[src/rtl/piso_pkg.sv]
package piso_pkg;

    // Operation chosen for the stage register in a given system cycle
    typedef enum logic [1:0] {
        OP_HOLD  = 2'd0,
        OP_SHIFT = 2'd1,
        OP_LOAD  = 2'd2
    } piso_op_e;

    // Index of each external input within the synchronized bundle
    localparam int unsigned SIG_CLK  = 0;
    localparam int unsigned SIG_GATE = 1;
    localparam int unsigned SIG_LOAD = 2;
    localparam int unsigned SIG_FILL = 3;
    localparam int unsigned SIG_COUNT = 4;

endpackage

[src/rtl/piso_sync.sv]
module piso_sync #(
    parameter int unsigned STAGES    = 2,
    parameter logic        RESET_VAL = 1'b0
) (
    input  logic clk,
    input  logic rst,
    input  logic async_i,
    output logic sync_o
);

    typedef struct packed {
        logic [STAGES-1:0] chain;
    } sync_state_t;

    sync_state_t state_d, state_q;

    always_comb begin
        state_d = state_q;
        state_d.chain[0] = async_i;
        for (int i = 1; i < int'(STAGES); i++) begin
            state_d.chain[i] = state_q.chain[i-1];
        end
        if (rst) begin
            state_d.chain = {STAGES{RESET_VAL}};
        end
    end

    always_ff @(posedge clk) begin
        state_q <= state_d;
    end

    assign sync_o = state_q.chain[STAGES-1];

endmodule

[src/rtl/piso_edge.sv]
module piso_edge (
    input  logic clk,
    input  logic rst,
    input  logic clk_s_i,
    input  logic gate_s_i,
    output logic event_o
);

    typedef struct packed {
        logic prev_or;
    } edge_state_t;

    edge_state_t state_d, state_q;
    logic        or_now;

    always_comb begin
        or_now  = clk_s_i | gate_s_i;
        state_d = state_q;
        state_d.prev_or = or_now;
        if (rst) begin
            state_d.prev_or = 1'b0;
        end
    end

    always_ff @(posedge clk) begin
        state_q <= state_d;
    end

    assign event_o = or_now & ~state_q.prev_or;

    // an event marks a 0-to-1 change, so it never repeats in the next cycle
    single_evt_chk: assert property (@(posedge clk) disable iff (rst)
        event_o |=> !event_o);

    // with the combined clock high in two consecutive cycles, no event follows
    masked_evt_chk: assert property (@(posedge clk) disable iff (rst)
        (clk_s_i || gate_s_i) |=> ((clk_s_i || gate_s_i) |-> !event_o));

endmodule

[src/rtl/piso_core.sv]
module piso_core
    import piso_pkg::*;
#(
    parameter int unsigned WIDTH = 8
) (
    input  logic             clk,
    input  logic             rst,
    input  logic             load_en_i,
    input  logic             shift_evt_i,
    input  logic             fill_i,
    input  logic [WIDTH-1:0] par_i,
    output logic             last_o
);

    localparam int unsigned LAST = WIDTH - 1;

    typedef struct packed {
        logic [WIDTH-1:0] stages;
    } core_state_t;

    core_state_t state_d, state_q;
    piso_op_e    op;

    // Load has priority over a coincident shift event
    always_comb begin
        if (load_en_i) begin
            op = OP_LOAD;
        end else if (shift_evt_i) begin
            op = OP_SHIFT;
        end else begin
            op = OP_HOLD;
        end
    end

    always_comb begin
        state_d = state_q;
        unique case (op)
            OP_LOAD:  state_d.stages = par_i;
            OP_SHIFT: state_d.stages = {state_q.stages[LAST-1:0], fill_i};
            default:  state_d.stages = state_q.stages;
        endcase
        if (rst) begin
            state_d.stages = '0;
        end
    end

    always_ff @(posedge clk) begin
        state_q <= state_d;
    end

    assign last_o = state_q.stages[LAST];

    // an asserted load places the parallel word, even with a shift event present
    load_wins_chk: assert property (@(posedge clk) disable iff (rst)
        load_en_i |=> (state_q.stages == $past(par_i)));

    // a shift moves each stage one place toward the last stage
    shift_move_chk: assert property (@(posedge clk) disable iff (rst)
        (shift_evt_i && !load_en_i) |=> (state_q.stages[LAST:1] == $past(state_q.stages[LAST-1:0])));

    // a shift enters the fill bit into the first stage
    fill_enter_chk: assert property (@(posedge clk) disable iff (rst)
        (shift_evt_i && !load_en_i) |=> (state_q.stages[0] == $past(fill_i)));

    // with neither load nor event, the stages keep their values
    hold_chk: assert property (@(posedge clk) disable iff (rst)
        (!shift_evt_i && !load_en_i) |=> $stable(state_q.stages));

endmodule

[src/rtl/piso_shift_reg.sv]
module piso_shift_reg
    import piso_pkg::*;
#(
    parameter int unsigned WIDTH       = 8,
    parameter int unsigned SYNC_STAGES = 2
) (
    input  logic             clk,
    input  logic             rst,
    input  logic             shift_clk_i,
    input  logic             shift_gate_i,
    input  logic             load_n_i,
    input  logic             fill_i,
    input  logic [WIDTH-1:0] par_i,
    output logic             tap_o,
    output logic             tap_n_o
);

    // Reset level of each synchronized input: load control idles high
    localparam logic [SIG_COUNT-1:0] SYNC_RESET = 4'b0100;

    logic [SIG_COUNT-1:0] raw_in;
    logic [SIG_COUNT-1:0] sync_in;
    logic                 shift_evt;
    logic                 last_bit;

    always_comb begin
        raw_in           = '0;
        raw_in[SIG_CLK]  = shift_clk_i;
        raw_in[SIG_GATE] = shift_gate_i;
        raw_in[SIG_LOAD] = load_n_i;
        raw_in[SIG_FILL] = fill_i;
    end

    for (genvar g = 0; g < int'(SIG_COUNT); g++) begin : g_sync
        piso_sync #(
            .STAGES    (SYNC_STAGES),
            .RESET_VAL (SYNC_RESET[g])
        ) u_sync (
            .clk     (clk),
            .rst     (rst),
            .async_i (raw_in[g]),
            .sync_o  (sync_in[g])
        );
    end

    piso_edge u_edge (
        .clk      (clk),
        .rst      (rst),
        .clk_s_i  (sync_in[SIG_CLK]),
        .gate_s_i (sync_in[SIG_GATE]),
        .event_o  (shift_evt)
    );

    piso_core #(
        .WIDTH (WIDTH)
    ) u_core (
        .clk         (clk),
        .rst         (rst),
        .load_en_i   (~sync_in[SIG_LOAD]),
        .shift_evt_i (shift_evt),
        .fill_i      (sync_in[SIG_FILL]),
        .par_i       (par_i),
        .last_o      (last_bit)
    );

    assign tap_o   = last_bit;
    assign tap_n_o = ~last_bit;

endmodule

[config.mk]
export PLATFORM = sky130hd
export DESIGN_NAME = piso_shift_reg
export DESIGN_NICKNAME = d
export VERILOG_FILES = /design/src/rtl/piso_pkg.sv /design/src/rtl/piso_sync.sv /design/src/rtl/piso_edge.sv /design/src/rtl/piso_core.sv /design/src/rtl/piso_shift_reg.sv
export SDC_FILE = /design/constraint.sdc
export NUM_CORES = 1
export LEC_CHECK = 0
export ABC_AREA = 1
export BUFFER_PORTS_ARGS = -buffer_cell sky130_fd_sc_hd__buf_2
export CORE_AREA = 4 4 41 43
export CTS_BUF_LIST = sky130_fd_sc_hd__clkbuf_4 sky130_fd_sc_hd__clkbuf_8
export CTS_CLUSTER_DIAMETER = 30
export DETAILED_ROUTE_END_ITERATION = 6
export DIE_AREA = 0 0 45 47
export PLACE_DENSITY = 0.76
export SYNTH_ARGS = -nofsm -noshare
export SYNTH_HDL_FRONTEND = slang
export SYNTH_HIERARCHICAL = 1
export SYNTH_SLANG_ARGS = --single-unit
[constraint.sdc]
create_clock -name clk -period 1.1 [get_ports clk]
set_input_delay 0.22 -clock clk [delete_from_list [all_inputs] [get_ports clk]]
set_output_delay 0.22 -clock clk [all_outputs]
set_load 0.05 [all_outputs]
---- Word-level counts from Yosys, hierarchy flattened ----
Cells that the tools add are included.
operators by class
  bitwise logic cells ..................... 4
  equality and inequality tests ........... 2
  mux-type cells .......................... 3
  reductions and logical operators ........ 1
operators by type and width
  cell                count
  $pmux 8 s2          1
  $eq 2x1->1 const B  1
  $eq 2x2->1 const B  1
  $mux 2              1
  $not 1->1           2
  $reduce_bool 2->1   1
  $and 1x1->1         1
  $mux 1              1
  $or 1x1->1          1
storage, ports and cells
  logic and storage cells ................. 16
  output and inout bits ................... 2
  flip-flop bits (word level) ............. 17

---- Longest topological paths before layout ----
Gate-level depths: netlist of run 1.
  word-level depth ........................ 6
  depth in mapped cells ................... 8
  gate-level depth less buffers ........... 7

---- By module ----
The synthesis of run 1 kept the hierarchy.
modules (own cells, without submodules)
  module                            seq. area each (um2)  cells an instance  area each (um2)  times used
  piso_core                         160.2                 61                 415.4            1
  piso_sync (g_sync[0].u_sync ...)  40.0                  6                  55.1             3
  piso_sync (g_sync[2].u_sync)      40.0                  7                  58.8             1
  piso_edge                         20.0                  4                  33.8             1
  piso_shift_reg                    0.0                   2                  7.5              1

---- Worst setup path after synthesis of run 1 ----
Ideal clock, no wire load.
  kind .................................... register to output
  start point ............................. register u_core/state_q[7] in the netlist's numbering
  end point ............................... output port tap_n_o
  setup slack ............................. -0.099 ns
  stages on the path, launching flop included .. 2
  required time ........................... 0.880 ns
  arrival ................................. 0.979 ns
  path through ............................ dfxtp_1 > inv_1
between the ends
  longest elaborated chain between the ends .. 1
ends and longest elaborated chain
  what                      line                  source
  start: declaration        piso_core.sv:21       core_state_t state_d, state_q;
  start signal: assignment  piso_core.sv:48       state_q <= state_d;
  $not 1->1                 piso_shift_reg.sv:67  assign tap_n_o = ~last_bit;
  end: declaration          piso_shift_reg.sv:15  output logic tap_n_o
No other way between the ends.

---- Worst setup path in the final report of run 1 ----
Same ends and word-level chain as after synthesis.

==> results of run 1 <==
[synthesized netlist by cell type]
cell type	instances	area, µm²
nor2_8	1	20.02
nor2_1	8	30.03
dfxtp_1	17	340.3
inv_1	19	71.32
nand2_1	26	97.59
nand3_1	16	80.08
buf_6	2	22.52
nor2_2	1	6.260
inv_4	2	12.51
[power breakdown]
group / internal, mW / leakage [nW] / switching, mW
clock network: 0.135 / 0.0177 / 0.182
logic: 0.0581 / 0.310 / 0.0775
registers: 0.643 / 0.141 / 0.0135
total: 0.836 / 0.469 / 0.273
[routing by layer]
| layer | vias up | routed length (µm) |
|---|---|---|
| li1 | 313 | - |
| met4 | 0 | 0 |
| met1 | 224 | 534 |
| met5 | - | 0 |
| met3 | 0 | 76 |
| met2 | 16 | 546 |
[worst paths after layout]
kind / cells after the start / end
worst max-delay path: 2 / tap_n_o
worst min-delay path: 3 / g_sync[2].u_sync/state_q[0]
worst max register to register: 7 / u_core/state_q[2]
worst min register to register: 2 / g_sync[1].u_sync/state_q[1]
[layout make-up]
class	count	area (µm²)	share of cell area, %
inverter	21	83.83	10.09
tap	15	18.77	2.259
multi-input combinational	53	252.7	30.42
sequential	17	344.1	41.42
clock inverter	1	5.005	0.6024
clock buffer	3	22.52	2.711
timing repair buffer	16	103.9	12.50
[logic make-up (layout without fill, tap and decap cells)]
logic type | count (synthesis) | count (layout) | synth area share (%)
and+or+nand+nor | 52 | 53 | 34.38
buffers and inverters | 23 | 41 | 15.62
DFF | 17 | 17 | 50.00
[flip-flops by register name (all words and copies together), names as in the netlist]
signal,count
g_sync.u_sync/state_q,8
u_core/state_q,8
u_edge/state_q,1
[cells in the final DEF, fill, tap and decap left out]
cell / n
buf_12: 1
buf_2: 13
buf_4: 1
buf_6: 1
clkbuf_4: 3
clkinv_2: 1
dfxtp_1: 14
dfxtp_2: 3
inv_1: 19
inv_4: 2
nand2_1: 26
nand3_1: 16
nor2_1: 7
nor2_2: 1
nor2_4: 2
nor2_8: 1
[metrics by stage]
step / util (%) / total power, mW / cells / hold WS [ns]
after floorplan: - / 0.7526 / 92 / 0.2912
after global placement: 59.42 / 0.7894 / 121 / 0.3900
after detailed placement: 59.42 / 0.7925 / 121 / 0.3920
after CTS: 62.50 / 1.116 / 125 / 0.1035
after global routing: 63.85 / 1.167 / 126 / 0.1054
final: 63.85 / 1.109 / 126 / 0.1095
[worst max-delay path, cell delays in order, from the launching register on]
cell and delay (ns):
dfxtp_2 0.34, inv_1 0.06, buf_6 0.15
[repair_timing]
action,in CTS,in global routing
gates resized for setup,4,4
hold buffers,0,0
cloned,0,1
endpoints found under the setup margin,10,8
hold endpoints to repair,0,0
pin swaps,0,1
==> qor.yml, run 1 <==
outcome:
  status: "completed"
layout:
  area_delta_synth_final_pct: 22.06
  drive_above_1_share_pct: 26.13
  final_net_count: 126
  diodes: 0
  fillers: 129
  final_area_um2: 830.8
timing:
  finalCritPeriodShare_pct: 94.89
  fmaxAchievable_mhz: 958.1
  hold_violations: 0
  setup_viol: 0
  skew_ns: 0.003564
  fin_ws_ns: 0.05626
  final_max_slew_viol_count: 0
  timing.setup.tns_ns: 0
  rsz0062_at_grt: "no"
  slew_headroom_pct: 85.24
  tightest_slew_ns: 0.2209
  period_needed_ns: 1.044
critical_path:
  end_kind: "primary output"
  startpoint: "u_core/state_q[7]"
  cp-start-kind: "flip-flop"
  path_class: "reg -> out"
  reg2reg_slack_ns: 0.09
  cp.arrival_ns: 0.82
  critPathRequiredTime_ns: 0.88
  cp_max_fo: 3
  timing.rr.start: "g_sync[1].u_sync/state_q[1]"
job:
  max-cap-violations: 0
global_routing:
  grt_max_degree: 11
  grt_pass1_vias: 480
  busiest_layer: "met2"
  grt_pass1_wl_mm: 1.807
  grtUsageTotal_pct: 11.23
  overflow: 0
  grt_use_met3_pct: 3.448
  antenna_found_initial: 0
  grt.met2_usage_pct: 21.75
  grt_use_met1_pct: 12.79
pwr:
  p_leak_nw: 0.4686
  powerDensity_nw_per_um2: 1335
  ir_drop_mv: 0.8792
clock_tree:
  cts_tree: "built"
  htreeDepth: 1
  clk_pin_slew_ns: 0.10
  worstSkewPairLatency_ns: 0.28
  clock-root-buffer: "clkbuf_4"
  cts_buffer_depth: 2
  cts_buffers: 3
  cts_setup_buffers: 0
  cts_sinks: 17
logic_synthesis:
  ys_ff_latch: 17
  syn_area_um2: 680.7
  ys_types: 9
  yosysWarnings: 6
  synth_cells: 92
  ys_seq_area_share_pct: 50.00
  avgSynthCellArea_um2: 7.398
  syn_nets: 106
floorplanning:
  rows: 13
  die_height_um: 47
  dieArea_um2: 2115
  io_pins: 16
  coreArea_um2: 1301
  dieWidth_um: 45
  initial_utilization_pct: 52.31
min_path:
  hold_class: "in -> reg"
  min_from: "load_n_i"
detailed_routing:
  postRouteAntennaNets: 0
  first_pass_iters: 4
  viasPerCell: 4.389
  totalWireLength_mm: 1.158
  drt-initial-drc-count: 14
  drcViolationCount: 0
  routedWlPerCell_um: 9.190
  vias: 553
place:
  place.gp.congestion: 0.7562
  dpl-instance-area_um2: 773.2
  hpwl_um: 809.3
  dp_slack_ns: -0.2845
  port_buffers: 15
Power figures use the tool's default switching activity.
==> run 2: changes to the inputs <==
--- a/config.mk
+++ b/config.mk
@@ -12,7 +12,7 @@
 export CTS_CLUSTER_DIAMETER = 30
 export DETAILED_ROUTE_END_ITERATION = 6
 export DIE_AREA = 0 0 45 47
-export PLACE_DENSITY = 0.76
+export PLACE_DENSITY = 0.84
 export SYNTH_ARGS = -nofsm -noshare
 export SYNTH_HDL_FRONTEND = slang
 export SYNTH_HIERARCHICAL = 1
==> run 2 against run 1 <==
  * Clock power up 6.9%
  * Die area unchanged
  * Non-clock buffer count unchanged
  * Power up 2.0%
  * Routed wire length up 4.0%
  * Clock skew down 0.0019 ns
  * Worst setup slack worse by 0.020 ns
  * Critical path type unchanged
  * Largest power group unchanged
  * Highest routed layer is now met4
==> qor.yml, run 2 (synthesized netlist as in run 1, its figures left out) <==
place:
  hpwl_um: 845.7  # was 809.3 µm
  place.gp.congestion: 0.7792  # was 0.7562
  dp_slack_ns: -0.2948  # was -0.2845 ns
  port_buffers: 15  # unchanged
  dpl-instance-area_um2: 773.2  # unchanged
critical_path:
  startpoint: "u_core/state_q[7]"  # unchanged
  cp_max_fo: 3  # unchanged
  end_kind: "primary output"  # unchanged
  path_class: "reg -> out"  # unchanged
  timing.rr.start: "g_sync[0].u_sync/state_q[1]"  # was g_sync[1].u_sync/state_q[1]
  rr_endpoint: "u_core/state_q[6]"  # was u_core/state_q[2]
  reg2reg_slack_ns: 0.12  # was 0.09 ns
  rr_worst_depth: 7  # unchanged
  cp-endpoint: "tap_n_o"  # unchanged
  cp-start-kind: "flip-flop"  # unchanged
  cp.arrival_ns: 0.84  # was 0.82 ns
  critPathRequiredTime_ns: 0.88  # about the same
timing:
  rsz0062_at_grt: "yes"  # was no
  period_needed_ns: 1.064  # was 1.044 ns
  skew_ns: 0.001669  # was 0.003564 ns
  tightest_slew_ns: 0.2165  # was 0.2209 ns
  fin_ws_ns: 0.03636  # was 0.05626 ns
  final_max_slew_viol_count: 0  # unchanged
  fmaxAchievable_mhz: 940.2  # was 958.1 MHz
  finalCritPeriodShare_pct: 96.69  # was 94.89%
  setup_viol: 0  # unchanged
  slew_headroom_pct: 85.53  # was 85.24%
  timing.setup.tns_ns: 0  # unchanged
  hold_violations: 0  # unchanged
floorplanning:
  dieArea_um2: 2115  # unchanged
  coreArea_um2: 1301  # unchanged
  io_pins: 16  # unchanged
  rows: 13  # unchanged
  initial_utilization_pct: 52.31  # unchanged
  die_height_um: 47  # unchanged
  dieWidth_um: 45  # unchanged
detailed_routing:
  drt-initial-drc-count: 15  # was 14
  viasPerCell: 4.675  # was 4.389
  first_pass_iters: 4  # unchanged
  routedWlPerCell_um: 9.556  # was 9.190 µm
  totalWireLength_mm: 1.204  # was 1.158 mm
  postRouteAntennaNets: 0  # unchanged
  drcViolationCount: 0  # unchanged
  vias: 589  # was 553
layout:
  drive_above_1_share_pct: 26.13  # unchanged
  diodes: 0  # unchanged
  final_net_count: 126  # unchanged
  seq_area_um2: 344.1  # unchanged
  top_regs: "g_sync.u_sync/state_q: 8 flops, u_core/state_q: 8 flops, u_edge/state_q: 1 flops"  # unchanged
  final_common_cell: "nand2_1"  # unchanged
  multi_input_area_um2: 252.7  # unchanged
  fillers: 130  # was 129
  layout_common_cells: "nand2_1 (26), inv_1 (19), nand3_1 (16), dfxtp_1 (14), buf_2 (13)"  # unchanged
  final_area_um2: 830.8  # unchanged
  area_delta_synth_final_pct: 22.06  # unchanged
clock_tree:
  worstSkewPairLatency_ns: 0.30  # was 0.28 ns
  clock-root-buffer: "clkbuf_4"  # unchanged
  cts_buffer_depth: 2  # unchanged
  clk_pin_slew_ns: 0.10  # about the same
  cts_tree: "built"  # unchanged
  cts_sinks: 17  # unchanged
  ctsHoldBuffers: 0  # unchanged
  cts_buffers: 3  # unchanged
  cts_setup_buffers: 0  # unchanged
  htreeDepth: 1  # unchanged
job:
  max-cap-violations: 0  # unchanged
pwr:
  powerDensity_nw_per_um2: 1362  # was 1335 nW/µm²
  ir_drop_mv: 0.8061  # was 0.8792 mV
  p_leak_nw: 0.4687  # was 0.4686 nW
global_routing:
  overflow: 0  # unchanged
  grt_use_met3_pct: 5.747  # was 3.448%
  grt.met2_usage_pct: 20.90  # was 21.75%
  grtUsageTotal_pct: 12.66  # was 11.23%
  grt_use_met1_pct: 13.49  # was 12.79%
  busiest_layer: "met2"  # unchanged
  grt_max_degree: 11  # unchanged
  grt_pass1_vias: 461  # was 480
  grt_pass1_wl_mm: 1.869  # was 1.807 mm
  antenna_found_initial: 0  # unchanged
outcome:
  status: "completed"  # unchanged
min_path:
  hold_class: "in -> reg"  # unchanged
-- run 2: area by class of cell --
cell class | count | area share (%)
clock buffers | 3 | 2.711
well taps | 15 | 2.259
inverters | 21 | 10.09
flip-flops and latches | 17 | 41.42
clock inverters | 1 | 0.6024
multi-input cells | 53 | 30.42
repair buffers | 16 | 12.50
-- run 2: where the power goes --
| group | switching [mW] | total (mW) | internal, mW |
|---|---|---|---|
| Sequential | 0.0140 | 0.657 | 0.643 |
| Combinational | 0.0775 | 0.135 | 0.0573 |
| Clock | 0.204 | 0.339 | 0.136 |
| Total | 0.295 | 1.13 | 0.836 |
-- run 2: layer usage --
layer / routed length (µm) / vias up
met1: 453 / 250
li1: - / 311
met4: 27 / 0
met3: 103 / 2
met5: 0 / -
met2: 620 / 26
-- run 2: critical path, cell delays in order (launching register included) --
cell and delay (ns):
dfxtp_2 0.34, inv_1 0.06, buf_6 0.15
-- run 2: worst min path at each step --
stage	startpoint	to	slack, ns	depth (start not counted)
finish	load_n_i	g_sync[2].u_sync/state_q[0]	0.09	3
global route	load_n_i	g_sync[2].u_sync/state_q[0]	0.1	3
CTS	load_n_i	g_sync[2].u_sync/state_q[0]	0.07	3
detailed placement	load_n_i	g_sync[2].u_sync/state_q[0]	0.40	3
global placement	load_n_i	g_sync[2].u_sync/state_q[0]	0.39	3
floorplan	rst	g_sync[0].u_sync/state_q[0]	0.29	1
-- run 2: through the flow --
step	std cells	util [%]	hold slack (ns)	total power [mW]
CTS	125	62.79	0.07328	1.146
finish	126	63.85	0.08559	1.131
global placement	121	59.42	0.3886	0.7880
floorplan	92	-	0.2912	0.7526
global route	126	63.85	0.09987	1.195
detailed placement	121	59.42	0.3962	0.7936
-- run 2: timing repair --
action / CTS / global route
pin swaps: 0 / 2
gates cloned: 0 / 1
gates resized for setup: 5 / 3
setup endpoints to repair: 10 / 9
==> run 3: changes to the inputs <==
--- a/config.mk
+++ b/config.mk
@@ -13,6 +13,7 @@
 export DETAILED_ROUTE_END_ITERATION = 6
 export DIE_AREA = 0 0 45 47
 export PLACE_DENSITY = 0.84
+export SETUP_SLACK_MARGIN = 0.3
 export SYNTH_ARGS = -nofsm -noshare
 export SYNTH_HDL_FRONTEND = slang
 export SYNTH_HIERARCHICAL = 1
==> run 3 against run 2 <==
  * The flow now finishes with violations (setup timing)
  * Largest power group unchanged
  * First-iteration DRC count is 40% lower
  * Power is 2.4% higher
  * Sequential cell count stayed put
  * Design area is 5.6% higher
  * Global-route usage is 2.3 points higher
  * Routed wire length is 7.4% higher
  * Highest routed layer unchanged
  * Final cell count is 2.4% higher
  * Non-clock buffer count is 4 higher
  * Register-to-register slack worse by 0.11 ns
  * Worst setup slack worse by 0.048 ns
  * Via count is 3.2% higher
==> qor.yml, run 3 (synthesized netlist as in run 1, its figures left out) <==
layout:
  fillers: 123  # was 130
  diodes: 0  # unchanged
  final_net_count: 129  # was 126
  drive_above_1_share_pct: 30.70  # was 26.13%
  final_common_cell: "nand2_1"  # unchanged
  area_delta_synth_final_pct: 28.86  # was 22.06%
  fin_util_pct: 67.40  # was 63.85%
  layout_common_cells: "nand2_1 (25), inv_1 (17), dfxtp_1 (15), nand3_1 (15), buf_2 (13)"  # was nand2_1 (26), inv_1 (19), nand3_1 (16), dfxtp_1 (14), buf_2 (13)
  top_regs: "g_sync.u_sync/state_q: 8 flops, u_core/state_q: 8 flops, u_edge/state_q: 1 flops"  # unchanged
timing:
  tightest_slew_ns: 0.1856  # was 0.2165 ns
  skew_ns: 0.004029  # was 0.001669 ns
  finalCritPeriodShare_pct: 101.0  # was 96.69%
  hold_violations: 0  # unchanged
  slew_headroom_pct: 87.61  # was 85.53%
  rsz0062_at_grt: "yes"  # unchanged
  setup_viol: 1  # was 0
  fmaxAchievable_mhz: 899.7  # was 940.2 MHz
  period_needed_ns: 1.112  # was 1.064 ns
  final_max_slew_viol_count: 0  # unchanged
  timing.setup.tns_ns: -0.01154  # was 0 ns
  fin_ws_ns: -0.01154  # was 0.03636 ns
detailed_routing:
  totalWireLength_mm: 1.293  # was 1.204 mm
  viasPerCell: 4.713  # was 4.675
  drcViolationCount: 0  # unchanged
  routedWlPerCell_um: 10.02  # was 9.556 µm
  first_pass_iters: 4  # unchanged
  postRouteAntennaNets: 0  # unchanged
  drt-initial-drc-count: 9  # was 15
  vias: 608  # was 589
clock_tree:
  cts_sinks: 17  # unchanged
  clk_pin_slew_ns: 0.09  # was 0.10 ns
  clock-root-buffer: "clkbuf_4"  # unchanged
  cts_buffer_depth: 2  # unchanged
  htreeDepth: 1  # unchanged
  cts_buffers: 3  # unchanged
  worstSkewPairLatency_ns: 0.28  # was 0.30 ns
  cts_tree: "built"  # unchanged
  ctsHoldBuffers: 0  # unchanged
global_routing:
  grt_pass1_wl_mm: 2.283  # was 1.869 mm
  overflow: 0  # unchanged
  antenna_found_initial: 0  # unchanged
  grt_pass1_vias: 617  # was 461
  grt_max_degree: 10  # was 11
  grtUsageTotal_pct: 14.97  # was 12.66%
pwr:
  ir_drop_mv: 0.9967  # was 0.8061 mV
  p_leak_nw: 0.4942  # was 0.4687 nW
  powerDensity_nw_per_um2: 1320  # was 1362 nW/µm²
  total_power_mw: 1.158  # was 1.131 mW
place:
  hpwl_um: 939.6  # was 845.7 µm
  port_buffers: 15  # unchanged
  place.gp.congestion: 0.7783  # was 0.7792
min_path:
  worstHoldEndpoint: "g_sync[2].u_sync/state_q[0]"  # unchanged
  worstHoldPathCells: 3  # unchanged
  min_from: "load_n_i"  # unchanged
  hold_class: "in -> reg"  # unchanged
critical_path:
  timing.rr.start: "g_sync[1].u_sync/state_q[1]"  # was g_sync[0].u_sync/state_q[1]
  reg2reg_slack_ns: 0.01  # was 0.12 ns
  path_depth: 2  # unchanged
  crit_chain: "clkinvlp_4, buf_6"  # was inv_1, buf_6
  cp_top_family: "flip-flops"  # unchanged
  cp_slowest_cell: "dfxtp_4"  # was dfxtp_2
  cp_slowest_stage_delay_ns: 0.38  # was 0.34 ns
  cp_max_fo: 3  # unchanged
  crit_buf_inv: 2  # unchanged
  end_kind: "primary output"  # unchanged
  cp.arrival_ns: 0.89  # was 0.84 ns
  critPathRequiredTime_ns: 0.88  # about the same
  rr_endpoint: "u_core/state_q[2]"  # was u_core/state_q[6]
  rr_worst_depth: 8  # was 7
  path_class: "reg -> out"  # unchanged
  cp-start-kind: "flip-flop"  # unchanged
floorplanning:
  dieArea_um2: 2115  # unchanged
  initial_utilization_pct: 52.31  # unchanged
  rows: 13  # unchanged
  coreArea_um2: 1301  # unchanged
  io_pins: 16  # unchanged
  die_height_um: 47  # unchanged
  dieWidth_um: 45  # unchanged
job:
  max-cap-violations: 0  # unchanged
outcome:
  status: "finished with violations"  # was completed
  violations: "setup timing"
## run 3: worst max-delay path by stage
stage / end / startpoint / slack [ns]
final: tap_n_o / u_core/state_q[7] / -0.01
after global routing: u_core/state_q[3] / g_sync[1].u_sync/state_q[1] / -0.05
after CTS: tap_n_o / u_core/state_q[7] / -0.01
after detailed placement: u_core/state_q[2] / g_sync[1].u_sync/state_q[1] / -0.29
after global placement: u_core/state_q[2] / g_sync[1].u_sync/state_q[1] / -0.23
after floorplan: u_core/state_q[7] / g_sync[1].u_sync/state_q[1] / 0.17
## run 3: worst reg2reg max path: cells and delay by family (launching register included)
kind	cells	cell delay [ns]
buffers and inverters	2	0.18
DFF	1	0.34
and+or+nand+nor	6	0.53
## run 3: layer usage
| layer | wire [µm] | track usage, % | up-vias |
|---|---|---|---|
| li1 | - | - | 316 |
| met1 | 493 | 15.12 | 271 |
| met2 | 702 | 28.81 | 19 |
| met3 | 90 | 2.299 | 2 |
| met4 | 7 | 8.772 | 0 |
| met5 | 0 | 0 | - |
## run 3: power breakdown
group	internal [mW]	switching [mW]	leakage, nW
registers	0.641	0.0143	0.141
logic	0.0714	0.0821	0.335
clock network	0.165	0.184	0.0184
total	0.878	0.280	0.494
## run 3: metrics by stage
step / worst slack (ns) / cell area, µm² / hold WS (ns) / instances
floorplan: 0.1691 / 688.2 / 0.2912 / 92
global placement: -0.2307 / 774.5 / 0.3890 / 122
detailed placement: -0.2868 / 774.5 / 0.3948 / 122
CTS: -0.01024 / 869.6 / 0.09135 / 129
global route: -0.05420 / 877.1 / 0.1060 / 129
finish: -0.01154 / 877.1 / 0.1052 / 129
## run 3: area by class of cell
| cell class | count | area [µm²] | share of cell area (%) |
|---|---|---|---|
| Inverter | 21 | 87.58 | 9.986 |
| Tap cell | 15 | 18.77 | 2.140 |
| Clock buffer | 4 | 30.03 | 3.424 |
| Sequential cell | 17 | 345.3 | 39.37 |
| Timing Repair Buffer | 20 | 141.4 | 16.12 |
| Multi-Input combinational cell | 52 | 254.0 | 28.96 |
## run 3: timing repair
item                                    in CTS  in global routing
pin swaps                                    3                  3
resized for setup                           10                  2
gates cloned                                 0                  0
buffers inserted                             3                  0
endpoints found under the setup margin      10                 11
